**config.mk**
```make
export PLATFORM = sky130hd
export DESIGN_NAME = bl_pwm_gen
export DESIGN_NICKNAME = d
export VERILOG_FILES = /design/src/rtl/bl_pwm_pkg.sv /design/src/rtl/bl_pwm_regs.sv /design/src/rtl/bl_pwm_presc.sv /design/src/rtl/bl_pwm_core.sv /design/src/rtl/bl_pwm_gen.sv
export SDC_FILE = /design/constraint.sdc
export NUM_CORES = 1
export LEC_CHECK = 0
export BUFFER_PORTS_ARGS = -buffer_cell sky130_fd_sc_hd__buf_2
export CORE_UTILIZATION = 45
export CTS_CLUSTER_DIAMETER = 150
export DETAILED_ROUTE_END_ITERATION = 10
export GPL_TIMING_DRIVEN = 0
export PLACE_DENSITY_LB_ADDON = 0.25
export SLEW_MARGIN = 40
export SYNTH_ARGS = -nofsm -noshare
export SYNTH_HDL_FRONTEND = slang
export SYNTH_SLANG_ARGS = --single-unit
export TNS_END_PERCENT = 10
```
**constraint.sdc**
```tcl
create_clock -name clk -period 2.1 [get_ports clk]
set_clock_uncertainty 0.15 [all_clocks]
set_input_delay 0.21 -clock clk [delete_from_list [all_inputs] [get_ports clk]]
set_output_delay 0.21 -clock clk [all_outputs]
set_load 0.02 [all_outputs]
```
**src/rtl/bl_pwm_pkg.sv**
```systemverilog
package bl_pwm_pkg;
    localparam int ADDR_W = 8;
    localparam int DATA_W = 8;
    localparam logic [ADDR_W-1:0] CTRL_ADDR  = 8'h4B;
    localparam logic [ADDR_W-1:0] LEVEL_ADDR = 8'h4E;
    localparam logic [ADDR_W-1:0] POWER_ADDR = 8'h51;

    typedef enum logic {
        ST_IDLE = 1'b0,
        ST_RUN  = 1'b1
    } run_state_e;
endpackage

```
**src/rtl/bl_pwm_regs.sv**
```systemverilog
module bl_pwm_regs #(
    parameter int ADDR_W = 8,
    parameter int DATA_W = 8,
    parameter logic [ADDR_W-1:0] CTRL_A  = 8'h4B,
    parameter logic [ADDR_W-1:0] LEVEL_A = 8'h4E,
    parameter logic [ADDR_W-1:0] POWER_A = 8'h51
) (
    input  logic              clk,
    input  logic              rst_n,
    input  logic              wr_en,
    input  logic [ADDR_W-1:0] addr,
    input  logic [DATA_W-1:0] wdata,
    output logic [DATA_W-1:0] rdata,
    output logic              run_bit,
    output logic [DATA_W-2:0] div_field,
    output logic [DATA_W-1:0] level,
    output logic              power_bit
);
    logic [DATA_W-1:0] ctrl_q;
    logic [DATA_W-1:0] level_q;
    logic [DATA_W-1:0] power_q;

    always_ff @(posedge clk or negedge rst_n) begin
        if (!rst_n) begin
            ctrl_q  <= '0;
            level_q <= '0;
            power_q <= '0;
        end else if (wr_en) begin
            if (addr == CTRL_A)  ctrl_q  <= wdata;
            if (addr == LEVEL_A) level_q <= wdata;
            if (addr == POWER_A) power_q <= wdata;
        end
    end

    always_comb begin
        if (addr == CTRL_A)       rdata = ctrl_q;
        else if (addr == LEVEL_A) rdata = level_q;
        else if (addr == POWER_A) rdata = power_q;
        else                      rdata = '0;
    end

    assign run_bit   = ctrl_q[DATA_W-1];
    assign div_field = ctrl_q[DATA_W-2:0];
    assign level     = level_q;
    assign power_bit = power_q[0];

    logic unused_power;
    assign unused_power = ^power_q[DATA_W-1:1];
endmodule

```
**src/rtl/bl_pwm_presc.sv**
```systemverilog
module bl_pwm_presc #(
    parameter int DIV_W = 7
) (
    input  logic             clk,
    input  logic             rst_n,
    input  logic             clr,
    input  logic [DIV_W-1:0] div,
    output logic             tick
);
    logic [DIV_W-1:0] cnt_q;

    always_ff @(posedge clk or negedge rst_n) begin
        if (!rst_n)          cnt_q <= '0;
        else if (clr)        cnt_q <= '0;
        else if (cnt_q == div) cnt_q <= '0;
        else                 cnt_q <= cnt_q + 1'b1;
    end

    assign tick = !clr && (cnt_q == div);
endmodule

```
**src/rtl/bl_pwm_core.sv**
```systemverilog
module bl_pwm_core
    import bl_pwm_pkg::*;
#(
    parameter int CNT_W = 8,
    localparam int DIV_W = CNT_W - 1
) (
    input  logic             clk,
    input  logic             rst_n,
    input  logic             run_bit,
    input  logic [DIV_W-1:0] div_field,
    input  logic [CNT_W-1:0] level,
    input  logic             tick,
    output logic             presc_clr,
    output logic [DIV_W-1:0] div_sh,
    output logic             pwm_out
);
    localparam logic [CNT_W-1:0] CNT_MAX = '1;

    run_state_e       state, state_nxt;
    logic [CNT_W-1:0] per_cnt;
    logic [CNT_W-1:0] duty_sh;

    // state register
    always_ff @(posedge clk or negedge rst_n) begin
        if (!rst_n) state <= ST_IDLE;
        else        state <= state_nxt;
    end

    // transitions GO and HALT
    always_comb begin
        state_nxt = state;
        unique case (state)
            ST_IDLE: if (run_bit)  state_nxt = ST_RUN;
            ST_RUN:  if (!run_bit) state_nxt = ST_IDLE;
            default: state_nxt = ST_IDLE;
        endcase
    end

    // period counter and shadow copies
    always_ff @(posedge clk or negedge rst_n) begin
        if (!rst_n) begin
            per_cnt <= '0;
            duty_sh <= '0;
            div_sh  <= '0;
        end else if (state == ST_IDLE) begin
            per_cnt <= '0;
            if (run_bit) begin
                duty_sh <= level;
                div_sh  <= div_field;
            end
        end else if (!run_bit) begin
            per_cnt <= '0;
        end else if (tick) begin
            per_cnt <= per_cnt + 1'b1;
            if (per_cnt == CNT_MAX) begin
                duty_sh <= level;
                div_sh  <= div_field;
            end
        end
    end

    // outputs
    always_comb begin
        presc_clr = 1'b1;
        pwm_out   = 1'b0;
        unique case (state)
            ST_IDLE: begin
                presc_clr = 1'b1;
                pwm_out   = 1'b0;
            end
            ST_RUN: begin
                presc_clr = !run_bit;
                pwm_out   = run_bit && ((duty_sh == CNT_MAX) || (per_cnt < duty_sh));
            end
            default: begin
                presc_clr = 1'b1;
                pwm_out   = 1'b0;
            end
        endcase
    end
endmodule

```
**src/rtl/bl_pwm_gen.sv**
```systemverilog
module bl_pwm_gen
    import bl_pwm_pkg::*;
#(
    parameter logic [ADDR_W-1:0] CTRL_A  = CTRL_ADDR,
    parameter logic [ADDR_W-1:0] LEVEL_A = LEVEL_ADDR,
    parameter logic [ADDR_W-1:0] POWER_A = POWER_ADDR
) (
    input  logic              clk,
    input  logic              rst_n,
    input  logic              wr_en,
    input  logic [ADDR_W-1:0] addr,
    input  logic [DATA_W-1:0] wdata,
    output logic [DATA_W-1:0] rdata,
    output logic              pwm_out,
    output logic              bl_en
);
    localparam int DIV_W = DATA_W - 1;

    logic             run_bit;
    logic [DIV_W-1:0] div_field;
    logic [DIV_W-1:0] div_sh;
    logic [DATA_W-1:0] level;
    logic             presc_clr;
    logic             tick;

    bl_pwm_regs #(
        .ADDR_W(ADDR_W), .DATA_W(DATA_W),
        .CTRL_A(CTRL_A), .LEVEL_A(LEVEL_A), .POWER_A(POWER_A)
    ) u_regs (
        .clk(clk), .rst_n(rst_n), .wr_en(wr_en), .addr(addr), .wdata(wdata),
        .rdata(rdata), .run_bit(run_bit), .div_field(div_field),
        .level(level), .power_bit(bl_en)
    );

    bl_pwm_presc #(.DIV_W(DIV_W)) u_presc (
        .clk(clk), .rst_n(rst_n), .clr(presc_clr), .div(div_sh), .tick(tick)
    );

    bl_pwm_core #(.CNT_W(DATA_W)) u_core (
        .clk(clk), .rst_n(rst_n), .run_bit(run_bit), .div_field(div_field),
        .level(level), .tick(tick), .presc_clr(presc_clr), .div_sh(div_sh),
        .pwm_out(pwm_out)
    );
endmodule

```
==> results of run 1 <==
-- area by class of cell --
class | instances | area share (%)
multi-input cells | 240 | 47.4
flip-flops and latches | 55 | 36.1
repair buffers | 42 | 6.59
well taps | 96 | 3.13
plain buffers | 18 | 2.58
clock buffers | 6 | 2.15
inverters | 12 | 1.17
clock inverters | 2 | 0.914
-- sequential cells by signal, indices dropped and copies added, names as in the netlist --
signal	flops
u_core.duty_sh	8
u_core.per_cnt	8
u_regs.ctrl_q	8
u_regs.level	8
u_regs.power_q	8
u_core.div_sh	7
u_presc.cnt_q	7
u_core.state	1
-- kinds of logic after synthesis --
logic type	after synthesis	synth area share, %
simple gates	118	20.3
mux	24	8.46
flops	55	43.1
xor+xnor	12	3.29
compound gates	77	17.7
fa+ha+maj	9	3.52
buf+inv	31	3.72
-- metal layers --
metal | part of all wire [%] | up-vias | GRT usage (%) | routed length [um]
met1 | 45 | 1395 | 31.6 | 3740
li1 | - | 1320 | - | -
met4 | 0.91 | 0 | 6.21 | 76
met2 | 49 | 111 | 37.9 | 4090
met5 | 0 | - | 0 | 0
met3 | 5.0 | 12 | 3.43 | 420
-- cells in the final DEF (no fill, tap or decap), types with 2 or more instances in the layout --
cell / n
and3_1: 4
a31oi_1: 18
a21oi_1: 4
ha_4: 3
ha_1: 5
nand3_1: 7
o21ai_0: 3
nor3_1: 6
mux2_2: 24
or4_1: 16
nand2_1: 49
nand4_1: 4
inv_1: 10
nand2b_1: 3
a22oi_1: 6
a31o_2: 4
a22o_1: 15
inv_2: 2
dfrtp_2: 5
a222oi_1: 2
clkbuf_4: 3
buf_4: 16
xor2_1: 2
xnor2_1: 10
dfrtp_1: 50
buf_2: 30
nor4_4: 2
and4_1: 2
nor2_1: 10
clkbuf_8: 6
clkbuf_1: 6
clkbuf_2: 3
o211ai_1: 15
-- repair_timing --
item	CTS	global route
pin swaps	2	7
endpoints found under the hold margin	55	0
hold buffers	1	0
endpoints found under the setup margin	33	32
cloned	0	0
resized for setup	12	42
setup buffers	2	11
-- worst max-delay path by stage --
| stage | slack (ps) | from | endpoint |
|---|---|---|---|
| 2_1_floorplan | 190 | addr[7] | rdata[0] |
| 3_3_place_gp | -300 | addr[7] | rdata[4] |
| 3_5_place_dp | -230 | u_core.per_cnt[0] | u_core.duty_sh[0] |
| 4_1_cts | -70 | u_core.per_cnt[1] | pwm_out |
| 5_1_grt | -90 | u_core.per_cnt[1] | u_core.duty_sh[0] |
| 6_report | -10 | u_core.per_cnt[1] | u_core.duty_sh[0] |
-- power groups by stage --
stage          Sequential [mW]  Clock [mW]  Combinational [mW]
2_1_floorplan             1.18           0               0.350
3_3_place_gp              1.20           0               0.515
3_5_place_dp              1.20           0               0.523
4_1_cts                   1.18       0.743               0.564
5_1_grt                   1.19       0.781               0.715
6_report                  1.18       0.740               0.663
-- metrics by stage --
step,setup TNS (ps),instances
floorplan,0,326
global placement,-5450,450
detailed placement,-4500,450
CTS,-68.7,461
global route,-442,471
finish,-20.6,471
-- critical path, delay by kind of cell, from the launching register on --
family / cells / cell delay, ps
fa+ha+maj: 1 / 240
flops: 1 / 460
compound gates: 1 / 110
buf+inv: 1 / 230
simple gates: 3 / 850
==> flow_metrics.py, run 1 <==
metrics = {
    "status": {
        "outcome": "complete, but fails checks",
        "violations": "setup timing",
    },
    "placed_design": {
        "port-buffer-count": 28,
        "post_dp_cell_area_sq_um": 3460,
        "last_weighted_congestion_value_of_the_routability_driven_placer": 0.843,
        "preCtsSetupSlack_ps": -230,
        "place.detailed.hpwl_um": 5530,
    },
    "setup_path": {
        "worstPathMaxFanout": 10,
        "r2r-start": "u_core.per_cnt[1]",
        "regToRegSetupSlack_ps": -10,
        "cp_slowest_cell": "or4_1",
        "cell_count_of_the_worst_reg_to_reg_path": 6,
        "setup.worst_path.start_class": "flip-flop",
        "cp.required_ps": 2170,
        "crit_type": "reg2reg",
        "critical_r2r_capture": "u_core.duty_sh[0]",
        "cpPeakStageDelay_ps": 490,
        "crit_path_cell_trace": "ha_2 > and3_4 > nand3_1 > buf_4 > or4_1 > o211ai_1",
        "critPathArrivalTime_ps": 2180,
        "end_kind": "flip-flop",
    },
    "clocking": {
        "cts-root-to-sink-buffers": 2,
        "cts.reportedPaths.clkPinSlew_ps": 100,
        "h_tree_lvls": 2,
        "clkLatencyLatePin_ps": 310,
        "cts-buffers-inserted": 5,
        "ctsRootBufferMaster": "clkbuf_8",
        "tritoncts_num_sinks": 55,
        "tritoncts_clock_tree": "done",
    },
    "flow_run": {
        "drv.max_cap_violation_count": 0,
    },
    "pwr": {
        "worst_ir_drop_vdd_mv": 0.369,
        "power_frac_clock_pct": 28.6,
        "power.net_switching_uw": 831,
        "power.share.switching_pct": 32.1,
        "total_power_mw": 2.58,
        "comb_power_share_pct": 25.7,
        "p_per_area_nw_per_um2": 674,
        "power_report.internal_total_mw": 1.75,
        "seqPwrFrac_pct": 45.7,
        "leakage_nw": 1.70,
    },
    "timing": {
        "max_clock_freq_ghz": 0.473,
        "fin_worst_hold_slack_ps": 9.63,
        "setup_violations": 2,
        "postLayoutSetupSlackWorst_ps": -14.6,
        "finalHoldViolations": 0,
        "maxSlewViolCount": 0,
        "post-route-period-util_pct": 101,
        "final_period_minus_worst_setup_slack_ps": 2110,
        "max-slew-margin-rel_pct": 53.3,
        "worstMarginPinSlew_ps": 701,
        "rsz0062_at_grt": "true",
    },
    "logic_synthesis": {
        "synth_top_cells_by_area": "dfrtp_1, mux2_2, nand2_1",
        "post_synth_num_cell_types": 46,
        "post-synth-top-area-cell": "dfrtp_1",
        "syn-mean-instance-area_sq_um": 9.80,
        "synthesis.area_sq_um": 3200,
        "yosys_warnings": 0,
        "postSynthNetCount": 354,
        "netlist_top_cells_count": "dfrtp_1, nand2_1, mux2_2",
        "share_of_synthesized_registers_carrying_an_async_set_or_reset_pct": 100,
        "synth_enable_flop_cells": 0,
        "syn_inst": 326,
        "yosys_most_used_dff": "dfrtp_1",
        "synth_top_area_share_pct": 43.1,
        "yosys_register_bits": 55,
        "seq_area_frac_synth_pct": 43.1,
        "cell_with_the_most_instances_after_synthesis": "dfrtp_1",
    },
    "detailed_routing": {
        "detail-route-antenna-nets": 0,
        "drt_pre_antenna_iters": 5,
        "avgViaCountPerCell": 6.03,
        "routed_wl_um": 8330,
        "routed_wire_length_per_instance_um": 17.7,
        "drc": 0,
        "num_vias": 2838,
        "drt-initial-drc-count": 210,
    },
    "floorplanning": {
        "fp.coreArea_sq_um": 6830,
        "placement_rows": 30,
        "die_width_um": 86.3,
        "initial_core_util_pct": 46.8,
        "dieHeight_um": 86.3,
        "fp.dieArea_sq_um": 7440,
        "floorplan.io_pins": 29,
    },
    "global_route": {
        "first_global_vias": 2750,
        "grt_start_max_net_pins": 56,
        "congestion_overflow_gr": 0,
        "grt_pass1_wl_um": 13600,
        "grt_antenna_before_repair": 0,
        "grt_use_total_pct": 23.0,
    },
    "cells_and_area": {
        "design.final.nets": 402,
        "antenna_cells": 0,
        "multi_input_area_sq_um": 1820,
        "fin_util_pct": 56.1,
        "syn_to_final_growth_pct": 20.0,
        "fin_area_sq_um": 3830,
        "share_of_cells_above_drive_strength_1_pct": 30.7,
        "n_fill_cell": 600,
        "seqCellArea_sq_um": 1380,
    },
    "worst_hold_path": {
        "hold_path_end": "u_regs.ctrl_q[6]",
        "timing.hold.worst.class": "in2reg",
        "hold_path_depth": 2,
        "worstHoldStart": "wdata[6]",
    },
}
Note: power is estimated with default switching activity, not from simulation.
==> run 2, diff against run 1 <==
--- a/config.mk
+++ b/config.mk
@@ -9,7 +9,6 @@
 export CORE_UTILIZATION = 45
 export CTS_CLUSTER_DIAMETER = 150
 export DETAILED_ROUTE_END_ITERATION = 10
-export GPL_TIMING_DRIVEN = 0
 export PLACE_DENSITY_LB_ADDON = 0.25
 export SLEW_MARGIN = 40
 export SYNTH_ARGS = -nofsm -noshare
==> flow_metrics.py, run 2 (same netlist as run 1, synthesis figures left out) <==
metrics = {
    "clocking": {
        "cts.reportedPaths.clkPinSlew_ps": 100,
        "cts-root-to-sink-buffers": 2,
        "tritoncts_clock_tree": "done",
        "h_tree_lvls": 2,
        "cts-buffers-inserted": 5,
        "tritoncts_num_sinks": 55,
        "ctsRootBufferMaster": "clkbuf_8",
        "clkLatencyLatePin_ps": 310,
    },
    "timing": {
        "setup_violations": 1,
        "max_clock_freq_ghz": 0.469,
        "finalHoldViolations": 0,
        "post-route-period-util_pct": 101,
        "rsz0062_at_grt": "true",
        "final_period_minus_worst_setup_slack_ps": 2130,
        "max-slew-margin-rel_pct": 54.9,
        "fin_worst_hold_slack_ps": 7.93,
        "postLayoutSetupSlackWorst_ps": -30.2,
        "maxSlewViolCount": 0,
        "worstMarginPinSlew_ps": 673,
    },
    "detailed_routing": {
        "drt_pre_antenna_iters": 4,
        "avgViaCountPerCell": 5.94,
        "drc": 0,
        "detail-route-antenna-nets": 0,
        "routed_wire_length_per_instance_um": 16.7,
        "routed_wl_um": 7590,
        "num_vias": 2702,
        "drt-initial-drc-count": 130,
    },
    "pwr": {
        "power.share.switching_pct": 33.3,
        "seqPwrFrac_pct": 49.8,
        "power_frac_clock_pct": 24.8,
        "power_report.internal_total_mw": 1.58,
        "comb_power_share_pct": 25.4,
        "worst_ir_drop_vdd_mv": 0.335,
        "p_per_area_nw_per_um2": 642,
        "power.net_switching_uw": 790,
        "leakage_nw": 1.63,
    },
    "cells_and_area": {
        "layout.cells.most_common_list": "dfrtp_1, nand2_1, buf_2, mux2_2, a31oi_1",
        "design.final.nets": 387,
        "fin_util_pct": 54.1,
        "layout_commonest_cell": "dfrtp_1",
        "syn_to_final_growth_pct": 15.6,
        "fin_area_sq_um": 3690,
        "antenna_cells": 0,
        "final_cell_count_no_fill": 455,
        "share_of_cells_above_drive_strength_1_pct": 25.9,
    },
    "status": {
        "violations": "setup timing",
        "outcome": "complete, but fails checks",
    },
    "floorplanning": {
        "initial_core_util_pct": 46.8,
        "placement_rows": 30,
        "fp.dieArea_sq_um": 7440,
        "floorplan.io_pins": 29,
        "fp.coreArea_sq_um": 6830,
        "die_width_um": 86.3,
        "dieHeight_um": 86.3,
    },
    "global_route": {
        "grt_use_total_pct": 22.2,
        "grt_antenna_before_repair": 0,
        "congestion_overflow_gr": 0,
        "grt_pass1_wl_um": 13000,
        "grt_start_max_net_pins": 35,
        "first_global_vias": 2717,
    },
    "placed_design": {
        "last_weighted_congestion_value_of_the_routability_driven_placer": 0.784,
        "port-buffer-count": 28,
        "place.detailed.hpwl_um": 5120,
        "placed_cells": 443,
        "post_dp_cell_area_sq_um": 3510,
    },
    "setup_path": {
        "cell_count_of_the_worst_reg_to_reg_path": 7,
        "crit_type": "reg2out",
        "cp.required_ps": 1740,
        "setup.worst_path.start_class": "flip-flop",
        "critPathArrivalTime_ps": 1770,
        "worstPathMaxFanout": 3,
        "end_kind": "output port",
    },
    "worst_hold_path": {
        "hold_path_depth": 2,
        "timing.hold.worst.class": "in2reg",
    },
    "flow_run": {
        "drv.max_cap_violation_count": 0,
    },
}
==> run 2: cell count changes in the layout (fill, tap and decap cells not counted), sizes merged <==
cell	before	now
bufinv	1	0
clkbuf	18	5
buf	47	44
inv	12	13
==> run 2: layout make-up <==
cell class | count | area [sq um]
Inverter | 12 | 45.0
Sequential cell | 55 | 1380
Clock buffer | 5 | 68.8
Multi-Input combinational cell | 240 | 1750
Timing Repair Buffer | 45 | 318
Fill cell | 629 | 3140
Tap cell | 96 | 120
Clock inverter | 2 | 17.5
==> run 2: timing repair <==
action	in CTS	in global routing
endpoints found under the hold margin	21	0
hold buffers	1	0
setup endpoints to repair	1	16
resized for setup	6	6
pin swaps	1	4
buffers inserted	4	0
gates cloned	0	0
==> run 2: final timing paths <==
path / from / endpoint / slack, ps
min in group asynchronous: rst_n / u_core.duty_sh[2] / 270
max: u_core.per_cnt[1] / pwm_out / -30
min: wdata[5] / u_regs.ctrl_q[5] / 8
max in group asynchronous: rst_n / u_core.div_sh[2] / 950
max reg2reg: u_core.per_cnt[0] / u_core.div_sh[2] / 70
min reg2reg: u_regs.power_q[2] / u_regs.power_q[2] / 360
==> run 2: layer usage <==
| metal | share of wire (%) | global-route usage (%) | vias up |
|---|---|---|---|
| met4 | 0.97 | 6.67 | 0 |
| met2 | 48 | 38.2 | 76 |
| li1 | - | - | 1286 |
| met3 | 3.9 | 3.24 | 6 |
| met5 | 0 | 0 | - |
| met1 | 47 | 29.0 | 1334 |
==> run 2: critical path, stage by stage (launching register included) <==
cell and delay [ps]:
dfrtp_1 440, ha_4 270, a2111oi_4 340, o21bai_1 120
a21oi_1 150, buf_4 150
==> run 2: power by group through the flow <==
stage	Combinational, mW	Sequential [mW]	Clock [mW]
finish	0.602	1.18	0.589
global route	0.661	1.19	0.643
CTS	0.589	1.18	0.605
detailed placement	0.564	1.20	0
global placement	0.556	1.20	0
floorplan	0.350	1.18	0
==> run 2: through the flow <==
stage	worst slack (ps)	TNS (ps)	power (mW)
after detailed placement	119	0	1.77
after global placement	146	0	1.76
after floorplan	191	0	1.53
final	-30.2	-30.2	2.37
after global routing	-165	-630	2.49
after CTS	-21.9	-21.9	2.37
==> run 3, diff against run 2 <==
--- a/config.mk
+++ b/config.mk
@@ -5,11 +5,13 @@
 export SDC_FILE = /design/constraint.sdc
 export NUM_CORES = 1
 export LEC_CHECK = 0
+export ABC_AREA = 1
 export BUFFER_PORTS_ARGS = -buffer_cell sky130_fd_sc_hd__buf_2
 export CORE_UTILIZATION = 45
 export CTS_CLUSTER_DIAMETER = 150
 export DETAILED_ROUTE_END_ITERATION = 10
 export PLACE_DENSITY_LB_ADDON = 0.25
+export RECOVER_POWER = 50
 export SLEW_MARGIN = 40
 export SYNTH_ARGS = -nofsm -noshare
 export SYNTH_HDL_FRONTEND = slang
==> constraint.sdc (replaced) <==
create_clock -name clk -period 2.7 [get_ports clk]
set_clock_uncertainty 0.15 [all_clocks]
set_input_delay 0.27 -clock clk [delete_from_list [all_inputs] [get_ports clk]]
set_output_delay 0.27 -clock clk [all_outputs]
set_load 0.02 [all_outputs]
==> flow_metrics.py, run 3 <==
metrics = {
    "detailed_routing": {
        "avgViaCountPerCell": 4.88,
        "drc": 0,
        "num_vias": 2262,
        "drt-initial-drc-count": 96,
        "routed_wire_length_per_instance_um": 11.7,
        "drt_pre_antenna_iters": 5,
        "detail-route-antenna-nets": 0,
        "routed_wl_um": 5450,
    },
    "setup_path": {
        "critPathArrivalTime_ps": 1790,
        "cell_count_of_the_worst_reg_to_reg_path": 10,
        "cp.required_ps": 2280,
        "worstPathMaxFanout": 5,
        "crit_type": "reg2out",
        "r2r-start": "u_core.per_cnt[1]",
        "critical_r2r_capture": "u_core.duty_sh[5]",
        "regToRegSetupSlack_ps": 900,
        "setup.worst_path.start_class": "flip-flop",
        "end_kind": "output port",
    },
    "cells_and_area": {
        "design.final.nets": 416,
        "n_fill_cell": 607,
        "layout.cells.most_common_list": "nand2_1, dfrtp_1, inv_1, nand3_1, o21ai_0",
        "layout_commonest_cell": "nand2_1",
        "final_cell_count_no_fill": 464,
        "share_of_cells_above_drive_strength_1_pct": 11.6,
        "antenna_cells": 0,
        "syn_to_final_growth_pct": 8.83,
    },
    "logic_synthesis": {
        "synthesis.area_sq_um": 2860,
        "syn_inst": 358,
        "cell_with_the_most_instances_after_synthesis": "nand2_1",
        "post_synth_num_cell_types": 27,
        "synth_enable_flop_cells": 0,
        "yosys_most_used_dff": "dfrtp_1",
        "share_of_synthesized_registers_carrying_an_async_set_or_reset_pct": 100,
        "seq_area_frac_synth_pct": 48.1,
        "syn-mean-instance-area_sq_um": 8.00,
        "yosys_register_bits": 55,
        "synth_top_cells_by_area": "dfrtp_1, nand2_1, nand3_1",
        "synth_top_area_share_pct": 48.1,
        "post-synth-top-area-cell": "dfrtp_1",
        "postSynthNetCount": 386,
        "netlist_top_cells_count": "nand2_1, dfrtp_1, inv_1",
        "yosys_warnings": 0,
    },
    "flow_run": {
        "drv.max_cap_violation_count": 0,
    },
    "global_route": {
        "grt_antenna_before_repair": 0,
        "grt_start_max_net_pins": 23,
        "grt_use_total_pct": 18.9,
        "grt_pass1_wl_um": 9800,
        "first_global_vias": 2186,
        "congestion_overflow_gr": 0,
    },
    "timing": {
        "post-route-period-util_pct": 81.9,
        "finalHoldViolations": 0,
        "final_period_minus_worst_setup_slack_ps": 2210,
        "setup_violations": 0,
        "fin_worst_hold_slack_ps": 86.3,
        "max-slew-margin-rel_pct": 34.0,
        "rsz0062_at_grt": "false",
        "maxSlewViolCount": 0,
        "final.setup.tns_ps": 0,
        "worstMarginPinSlew_ps": 990,
        "max_clock_freq_ghz": 0.452,
    },
    "clocking": {
        "cts.repair_timing.setup_buffer_count": 0,
        "ctsRootBufferMaster": "clkbuf_8",
        "cts.reportedPaths.clkPinSlew_ps": 90,
        "holdBufCountCts": 1,
        "tritoncts_num_sinks": 55,
        "post_cts_resized": 0,
        "cts-root-to-sink-buffers": 2,
        "clkLatencyLatePin_ps": 300,
        "tritoncts_clock_tree": "done",
        "cts-buffers-inserted": 5,
        "h_tree_lvls": 2,
    },
    "worst_hold_path": {
        "hold_path_depth": 3,
        "timing.hold.worst.class": "in2reg",
        "hold_path_end": "u_regs.power_q[0]",
        "worstHoldStart": "wdata[0]",
    },
    "floorplanning": {
        "dieHeight_um": 81.8,
        "die_width_um": 81.8,
        "fp.coreArea_sq_um": 6030,
        "fp.dieArea_sq_um": 6680,
        "initial_core_util_pct": 47.5,
        "floorplan.io_pins": 29,
        "placement_rows": 28,
    },
    "placed_design": {
        "place.detailed.hpwl_um": 4210,
        "port-buffer-count": 28,
        "last_weighted_congestion_value_of_the_routability_driven_placer": 0.817,
        "placed_cells": 455,
    },
    "pwr": {
        "total_power_mw": 1.46,
        "leakage_nw": 1.61,
        "p_per_area_nw_per_um2": 467,
        "worst_ir_drop_vdd_mv": 0.239,
    },
    "status": {
        "outcome": "completed",
    },
}
[run 3: cell count changes after synthesis, moves of 8 or more]
cell,before,now
a22o_1,15,0
a31oi_1,19,1
clkbuf_1,16,2
inv_1,12,39
mux2_2,24,0
nand2_1,49,119
nand3_1,8,34
o211ai_1,15,0
o21ai_0,4,29
o21ai_1,0,8
or4_1,16,0
[run 3: layout make-up]
class / instances / area (sq um) / area share (%)
inverters: 41 / 154 / 4.94
well taps: 75 / 93.8 / 3.01
flip-flops and latches: 55 / 1380 / 44.2
clock buffers: 7 / 76.3 / 2.45
clock inverters: 1 / 8.76 / 0.281
multi-input cells: 253 / 1240 / 39.9
repair buffers: 32 / 164 / 5.26
[run 3: worst max-delay path, stage by stage, from the launching register on]
cell	delay (ps)
dfrtp_1	430
ha_1	300
a21oi_1	150
nor2_1	50
a211oi_1	170
nand2_1	80
a21oi_1	130
buf_2	180
[run 3: stage by stage]
stage	cell area (sq um)	utilization, %	setup slack, ps
global route	3120	51.7	211
global placement	3040	50.4	881
CTS	3130	52.0	480
floorplan	2860	-	846
detailed placement	3040	50.4	820
finish	3120	51.7	488
[run 3: how the worst max path moves through the flow]
stage	startpoint	to	slack [ps]	depth (start not counted)
finish	u_core.per_cnt[5]	pwm_out	490	7
global route	rst_n	u_regs.power_q[7]	210	3
CTS	u_core.per_cnt[5]	pwm_out	480	7
detailed placement	u_core.per_cnt[5]	pwm_out	820	7
global placement	u_core.per_cnt[5]	pwm_out	880	7
floorplan	u_core.per_cnt[5]	pwm_out	850	6
[run 3: power breakdown]
group | switching, mW | internal, mW | leakage (nW)
Combinational | 0.0816 | 0.0450 | 0.803
Sequential | 0.0252 | 0.853 | 0.763
Clock | 0.263 | 0.188 | 0.0428
Total | 0.369 | 1.09 | 1.61
[run 3: metal layers]
| metal | GRT usage, % | share of wire, % | wire length, um | up-vias |
|---|---|---|---|---|
| met1 | 24.8 | 50 | 2720 | 1027 |
| met2 | 32.6 | 47 | 2580 | 28 |
| met4 | 4.56 | 0.44 | 24 | 0 |
| met3 | 2.78 | 2.3 | 123 | 3 |
| li1 | - | - | - | 1204 |
| met5 | 0 | 0 | 0 | - |
[run 3: cells by family after synthesis]
kind of cell	after synthesis	synth area share (%)
simple gates	192	29.3
xor+xnor	9	2.75
buf+inv	50	8.26
compound gates	43	7.65
flops	55	48.1
fa+ha+maj	9	3.93
